### src/rtl/kpCapturePkg.sv
package kpCapturePkg;

  typedef struct packed {
    logic captureEn;  // take the winning code into the capture register
    logic readHit;    // read addressed to the key register
    logic readAny;    // any read this cycle
  } kpStrobes_t;

endpackage

### src/rtl/kpPosEncoder.sv
module kpPosEncoder #(
  parameter int LINES = 16,
  localparam int POS_W = $clog2(LINES)
) (
  input  logic [LINES-1:0] lines,
  output logic             anyLine,
  output logic [POS_W-1:0] pos
);

  always_comb begin
    pos = '0;
    for (int i = LINES - 1; i >= 0; i--) begin
      if (lines[i]) pos = POS_W'(i);
    end
  end

  assign anyLine = |lines;

endmodule

### src/rtl/kpDatapath.sv
module kpDatapath
  import kpCapturePkg::*;
#(
  parameter int GROUPS = 8,
  parameter int LINES  = 16,
  parameter int DATA_W = 32,
  localparam int GROUP_W    = $clog2(GROUPS),
  localparam int POS_W      = $clog2(LINES),
  localparam int CODE_W     = GROUP_W + POS_W,
  localparam int LINE_TOTAL = GROUPS * LINES
) (
  input  logic                  clk,
  input  logic                  rstN,
  input  logic [LINE_TOTAL-1:0] keyLines,
  input  kpStrobes_t            strobes,
  output logic                  anyKey,
  output logic [DATA_W-1:0]     rdData
);

  logic [GROUPS-1:0] groupAny;
  logic [POS_W-1:0]  groupPos [GROUPS];
  logic [GROUP_W-1:0] groupSel;
  logic [CODE_W-1:0]  winCode;
  logic [CODE_W-1:0]  keyCode;
  logic               validBit;
  logic [DATA_W-1:0]  keyWord;

  for (genvar g = 0; g < GROUPS; g++) begin : gGroup
    kpPosEncoder #(.LINES(LINES)) uPos (
      .lines  (keyLines[g*LINES +: LINES]),
      .anyLine(groupAny[g]),
      .pos    (groupPos[g])
    );
  end

  always_comb begin
    groupSel = '0;
    for (int g = GROUPS - 1; g >= 0; g--) begin
      if (groupAny[g]) groupSel = GROUP_W'(g);
    end
  end

  assign anyKey  = |groupAny;
  assign winCode = {groupSel, groupPos[groupSel]};
  assign keyWord = {{(DATA_W - CODE_W - 1){1'b0}}, validBit, keyCode};

  always_ff @(posedge clk) begin
    if (!rstN) begin
      keyCode  <= '0;
      validBit <= 1'b0;
    end else if (strobes.captureEn) begin
      keyCode  <= winCode;
      validBit <= 1'b1;
    end else if (strobes.readHit) begin
      validBit <= 1'b0;
    end
  end

  always_ff @(posedge clk) begin
    if (!rstN) begin
      rdData <= '0;
    end else if (strobes.readAny) begin
      rdData <= strobes.readHit ? keyWord : '0;
    end
  end

  // the winning line is active and no lower line is active
  a_r3_lowest_wins: assert property (@(posedge clk) disable iff (!rstN)
    anyKey |-> (keyLines[winCode] && ((keyLines & ~({LINE_TOTAL{1'b1}} << winCode)) == '0)));

  a_r6_capture_sets_valid: assert property (@(posedge clk) disable iff (!rstN)
    strobes.captureEn |=> validBit);

  a_r6_read_clears_valid: assert property (@(posedge clk) disable iff (!rstN)
    (strobes.readHit && !strobes.captureEn) |=> !validBit);

  a_r5_code_held: assert property (@(posedge clk) disable iff (!rstN)
    !strobes.captureEn |=> $stable(keyCode));

  a_r10_miss_reads_zero: assert property (@(posedge clk) disable iff (!rstN)
    (strobes.readAny && !strobes.readHit) |=> (rdData == '0));

  a_r10_miss_keeps_valid: assert property (@(posedge clk) disable iff (!rstN)
    (!strobes.readHit && !strobes.captureEn) |=> $stable(validBit));

  a_r9_upper_bits_zero: assert property (@(posedge clk) disable iff (!rstN)
    strobes.readHit |=> (rdData[DATA_W-1:CODE_W+1] == '0));

  a_r9_hold_without_read: assert property (@(posedge clk) disable iff (!rstN)
    !strobes.readAny |=> $stable(rdData));

endmodule

### src/rtl/kpControl.sv
module kpControl
  import kpCapturePkg::*;
#(
  parameter int ADDR_W   = 12,
  parameter int KEY_WORD = 3,
  localparam int WORD_W  = ADDR_W - 2
) (
  input  logic              clk,
  input  logic              rstN,
  input  logic              anyKey,
  input  logic              rdEn,
  input  logic [WORD_W-1:0] rdWord,
  output kpStrobes_t        strobes
);

  localparam logic [WORD_W-1:0] KeyWordAddr = WORD_W'(KEY_WORD);

  logic prevAny;

  always_ff @(posedge clk) begin
    if (!rstN) prevAny <= 1'b0;
    else       prevAny <= anyKey;
  end

  always_comb begin
    strobes.captureEn = anyKey && !prevAny;
    strobes.readAny   = rdEn;
    strobes.readHit   = rdEn && (rdWord == KeyWordAddr);
  end

  // a key bank that stays busy never triggers a second capture
  a_r4_held_no_capture: assert property (@(posedge clk) disable iff (!rstN)
    anyKey |=> !strobes.captureEn);

  a_r4_capture_needs_key: assert property (@(posedge clk) disable iff (!rstN)
    strobes.captureEn |-> anyKey);

endmodule

### src/rtl/keypadCapture.sv
module keypadCapture
  import kpCapturePkg::*;
#(
  parameter int GROUPS   = 8,
  parameter int LINES    = 16,
  parameter int DATA_W   = 32,
  parameter int ADDR_W   = 12,
  parameter int KEY_WORD = 3,
  localparam int LINE_TOTAL = GROUPS * LINES
) (
  input  logic                  clk,
  input  logic                  rstN,
  input  logic [LINE_TOTAL-1:0] keyLines,
  input  logic                  rdEn,
  input  logic [ADDR_W-1:0]     rdAddr,
  output logic [DATA_W-1:0]     rdData
);

  kpStrobes_t strobes;
  logic       anyKey;
  logic       unusedByteSel;

  assign unusedByteSel = ^rdAddr[1:0];

  kpControl #(.ADDR_W(ADDR_W), .KEY_WORD(KEY_WORD)) uCtl (
    .clk    (clk),
    .rstN   (rstN),
    .anyKey (anyKey),
    .rdEn   (rdEn),
    .rdWord (rdAddr[ADDR_W-1:2]),
    .strobes(strobes)
  );

  kpDatapath #(.GROUPS(GROUPS), .LINES(LINES), .DATA_W(DATA_W)) uDp (
    .clk     (clk),
    .rstN    (rstN),
    .keyLines(keyLines),
    .strobes (strobes),
    .anyKey  (anyKey),
    .rdData  (rdData)
  );

endmodule

### config.mk
export PLATFORM = sky130hd
export DESIGN_NAME = keypadCapture
export DESIGN_NICKNAME = d
export VERILOG_FILES = /design/src/rtl/kpCapturePkg.sv /design/src/rtl/kpPosEncoder.sv /design/src/rtl/kpDatapath.sv /design/src/rtl/kpControl.sv /design/src/rtl/keypadCapture.sv
export SDC_FILE = /design/constraint.sdc
export NUM_CORES = 1
export LEC_CHECK = 0
export ABC_AREA = 1
export ABC_CLOCK_PERIOD_IN_PS = 1900
export CAP_MARGIN = 20
export CORE_ASPECT_RATIO = 0.6
export CORE_MARGIN = 2
export CORE_UTILIZATION = 35
export DETAILED_ROUTE_END_ITERATION = 10
export GPL_TIMING_DRIVEN = 1
export HOLD_SLACK_MARGIN = 0.1
export PLACE_DENSITY = 0.78
export SETUP_SLACK_MARGIN = 0.15
export SKIP_LAST_GASP = 1
export SYNTH_ARGS = -nofsm -noshare
export SYNTH_HDL_FRONTEND = slang
export SYNTH_SLANG_ARGS = --single-unit
export TNS_END_PERCENT = 30
### constraint.sdc
create_clock -name clk -period 1.9 [get_ports clk]
set_input_delay 0.475 -clock clk [delete_from_list [all_inputs] [get_ports clk]]
set_output_delay 0.475 -clock clk [all_outputs]
set_load 0.05 [all_outputs]
==> results_tabular.tex <==
\begin{tabular}{lr}
\hline
Metric & Value \\
\hline
\multicolumn{2}{l}{\textbf{Outcome}} \\
\quad Status & complete, but fails checks \\
\quad Violated checks & negative setup slack \\
\multicolumn{2}{l}{\textbf{Critical path}} \\
\quad Worst setup EP type & flop \\
\quad Worst Setup Path Type & input pin to flop \\
\quad Arrival time worst endpoint & 2.47 ns \\
\quad Kind of start point of the critical path & input pin \\
\quad Worst Path Max Fanout & 3 \\
\quad Required time worst endpoint & 2.10 ns \\
\quad Reg2reg path depth & 5 \\
\multicolumn{2}{l}{\textbf{Global routing}} \\
\quad Overflow after GRT & 0 \\
\quad Pin count of the biggest net entering global routing & 18 \\
\quad First-pass GRT wire length & 16400 um \\
\quad Vias in the first global route & 3994 \\
\quad Antenna violations before repair & 0 \\
\quad Overall fraction of global-route tracks in use & a little over a fifth \\
\multicolumn{2}{l}{\textbf{Job}} \\
\quad Number of max-cap violations & 0 \\
\multicolumn{2}{l}{\textbf{Logic synthesis}} \\
\quad Most numerous cell in the Yosys netlist & nand2\_1 \\
\quad Count of warnings emitted by yosys & 0 \\
\quad Proportion of synthesized chip area in sequential cells & between 10\% and 20\% \\
\quad Count of flip-flops with a built-in enable after synthesis & 0 \\
\quad Post-synth top area share & roughly 24\% \\
\quad Area of the mapped netlist & around 3000 um2 \\
\quad Number of synthesized register bits & 17 \\
\quad Library cell occupying the most area in the post-synthesis netlist & nand2\_1 \\
\quad Top cells by area in the synthesized netlist & nand2\_1 (24\%), inv\_1 (20\%), dfxtp\_1 (11\%) \\
\quad List of most frequent post-synthesis cells & nand2\_1 (192), inv\_1 (158), nor2\_1 (71) \\
\quad Post-Syn Area per Cell & 4.92 um2 \\
\quad Post-synthesis cell type count & 35 \\
\quad Share of flip-flops with an asynchronous set or reset & 0\% \\
\quad Flip-flop cell with the highest count after synthesis & dfxtp\_1 \\
\quad Number of cells produced by synthesis & $\sim$600 \\
\multicolumn{2}{l}{\textbf{Clock network}} \\
\quad Buffer levels on the longest clock path & 2 \\
\quad Clock latency of the later-clocked register in the worst-skew pair & 0.25 ns \\
\quad Clock tree from TritonCTS & done \\
\quad Post-CTS clock slew at the launch and capture registers of the worst setup and hold paths & about 0.050 ns \\
\quad CTS buffer count & 3 \\
\quad CTS root buffer & clkbuf\_16 \\
\quad Total number of H-tree levels & 1 \\
\quad Clk sink count & 17 \\
\quad \# hold bufs at CTS & 0 \\
\multicolumn{2}{l}{\textbf{Placed design}} \\
\quad RePlAce Congestion & 0.896 \\
\quad Total half-perimeter wirelength after legalization and detailed placement & 8930 um \\
\quad Count of port buffers added during placement & 148 \\
\quad Pre-CTS worst setup slack & -0.875 ns \\
\quad Number of placed instances with taps included & 951 \\
\multicolumn{2}{l}{\textbf{Timing}} \\
\quad Tcrit/Tclk final & 119\% \\
\quad Clock skew after layout & about 0.00047 ns \\
\quad Total of endpoints with negative setup slack in the final report & 8 \\
\quad Final-report hold violation count & 0 \\
\quad Minimum setup slack in the final design & -0.368 ns \\
\quad Max Transition Viols Final & 0 \\
\quad Max Freq & 0.441 GHz \\
\quad Final critical-path required period & 2.27 ns \\
\quad Unrepaired setup endpoints after global routing & true \\
\multicolumn{2}{l}{\textbf{Drt}} \\
\quad Routed via count divided by cell count & 4.63 \\
\quad Routed wire per std cell & 12.7 um \\
\quad Total vias in the final route & 4645 \\
\quad Pre-Repair DR Iteration Count & 7 \\
\quad Total wirelength of the detailed-routed design & 12800 um \\
\quad Post-DRT Antenna Nets & 0 \\
\quad DRC violations left & 0 \\
\quad Violation count after the first detailed-routing iteration & 158 \\
\multicolumn{2}{l}{\textbf{Die}} \\
\quad Die Outline Area & 9250 um2 \\
\quad Width of the die & between 100 and 150 um \\
\quad Starting utilization of the core area & 36.9\% \\
\quad Placeable core area & 8040 um2 \\
\quad Number of placed I/O pins & 175 \\
\quad Number of core rows & 25 \\
\quad Vertical die dimension & 75.3 um \\
\multicolumn{2}{l}{\textbf{Power}} \\
\quad Internal Power & 1.12 mW \\
\quad Share of total power in sequential cells & 21.5\% \\
\quad Proportion of total power due to net switching & a little over a third \\
\quad Portion of total power attributed to the clock network & 24.1\% \\
\quad Reported leakage power & between 3 and 4 nW \\
\quad Proportion of power drawn by combinational gates & 54.4\% \\
\quad Power density normalized to cell area & 277 nW/um2 \\
\quad VDD IR-drop max & between 0.2 and 0.3 mV \\
\quad Switching power & 0.613 mW \\
\quad Total power & 1.73 mW \\
\multicolumn{2}{l}{\textbf{Final layout}} \\
\quad Non-filler instance count after layout & 1003 \\
\quad Area overhead of the layout relative to synthesis & 111\% \\
\quad Count of fill cells added during filler insertion & between 500 and 600 \\
\quad Count of antenna diodes in the layout & 0 \\
\quad Final layout net count & 1039 \\
\quad Share of the core filled with cells in the final layout & a little under 80\% \\
\quad Ratio of cells with drive above 1 in the final layout & about a third \\
\multicolumn{2}{l}{\textbf{Worst hold path}} \\
\quad Kind of path behind the tightest hold check & flop to flop \\
\quad Cell depth of the worst hold path & 2 \\
\hline
\end{tabular}
[power by group through the flow]
stage	logic [mW]	clock network, mW	registers, mW
after floorplan	0.395	0	0.377
after global placement	0.815	0	0.378
after detailed placement	0.835	0	0.378
after CTS	0.841	0.425	0.371
after global routing	1.02	0.438	0.372
final	0.942	0.417	0.372
[logic make-up (layout without fill, tap and decap cells)]
group / Yosys count / count (layout) / share of synthesized area, %
AOI/OAI and AO/OA: 51 / 51 / 10.5
buffers and inverters: 188 / 456 / 27.1
DFF: 17 / 17 / 11.5
other: 1 / 24 / 0.127
and+or+nand+nor: 346 / 347 / 50.7
[cell type report]
| type | instances | area [um2] | share of cell area, % |
|---|---|---|---|
| well taps | 108 | 135 | 2.16 |
| clock inverters | 1 | 5.00 | 0.0800 |
| inverters | 160 | 629 | 10.1 |
| clock buffers | 3 | 75.1 | 1.20 |
| multi-input cells | 422 | 2300 | 36.8 |
| repair buffers | 292 | 2770 | 44.3 |
| flip-flops and latches | 17 | 340 | 5.44 |
[stage by stage]
step	instance area [um2]	setup TNS, ns	hold slack, ns
2_1_floorplan	3100	-0.321	0.438
3_3_place_gp	5220	-6.15	0.456
3_5_place_dp	5220	-6.62	0.460
4_1_cts	5390	-3.01	0.468
5_1_grt	6250	-3.27	0.475
6_report	6250	-2.09	0.470
[path summary, 6_finish.rpt]
kind	start	end	slack (ns)
hold reg to reg	uDp.keyCode[6]	uDp.keyCode[6]	0.47
setup reg to reg	uCtl.prevAny	uDp.keyCode[0]	0.81
setup / recovery	keyLines[69]	uDp.keyCode[2]	-0.37
hold / removal	uDp.keyCode[6]	uDp.keyCode[6]	0.47
[what timing repair did]
item / in CTS / in global routing
resized for setup: 24 / 242
setup buffers: 3 / 44
endpoints found under the setup margin: 9 / 9
gates cloned: 0 / 1
pin swaps: 5 / 78
[routing by layer]
metal	vias to the layer above	track usage, %	wire length, um
li1	2342	-	-
met1	2099	26.8	5060
met2	187	40.0	6470
met3	17	4.09	1110
met4	0	2.55	133
met5	-	0	0
[state kept, by name (all words and copies together), names as in the netlist]
name / cells
uDp.rdData: 8
uDp.keyCode: 7
uCtl.prevAny: 1
uDp.validBit: 1
[layout by cell type (no fill, tap or decap), types with 3 or more instances in the layout]
master	Yosys	final
o21ai_0	15	15
inv_2	2	49
nand2_4	2	8
nor2_2	4	22
buf_6	1	9
buf_4	24	146
inv_1	158	106
conb_1	1	24
clkbuf_2	0	5
nand2_8	0	4
o211ai_1	3	3
nand4_1	7	7
nand2_1	192	170
dfxtp_1	17	17
clkdlybuf4s50_1	0	42
nor3_4	2	7
nor2_4	2	10
o211ai_2	3	3
nand3_2	1	8
dlymetal6s2s_1	0	90
o21bai_1	3	3
nor2_1	71	45
a31oi_1	4	4
a21oi_1	12	10
nand3_1	46	38
o22ai_1	8	8
clkbuf_16	0	3
nand2_2	2	15
or2_4	2	3
[critical path, stage by stage]
cell and delay [ns]:
clkbuf_2 0.11, nor2_4 0.10, nand3_2 0.09, or2_4 0.27
nor3_4 0.23, nand2_1 0.11, nand2_2 0.13, nand2_8 0.08
buf_6 0.12, a21oi_4 0.18, buf_4 0.16, nand3_1 0.07
nand3_1 0.08, nand3_1 0.09, nand3_1 0.08, nand2_1 0.05
inv_1 0.04
Note: power is estimated with default switching activity, not from simulation.
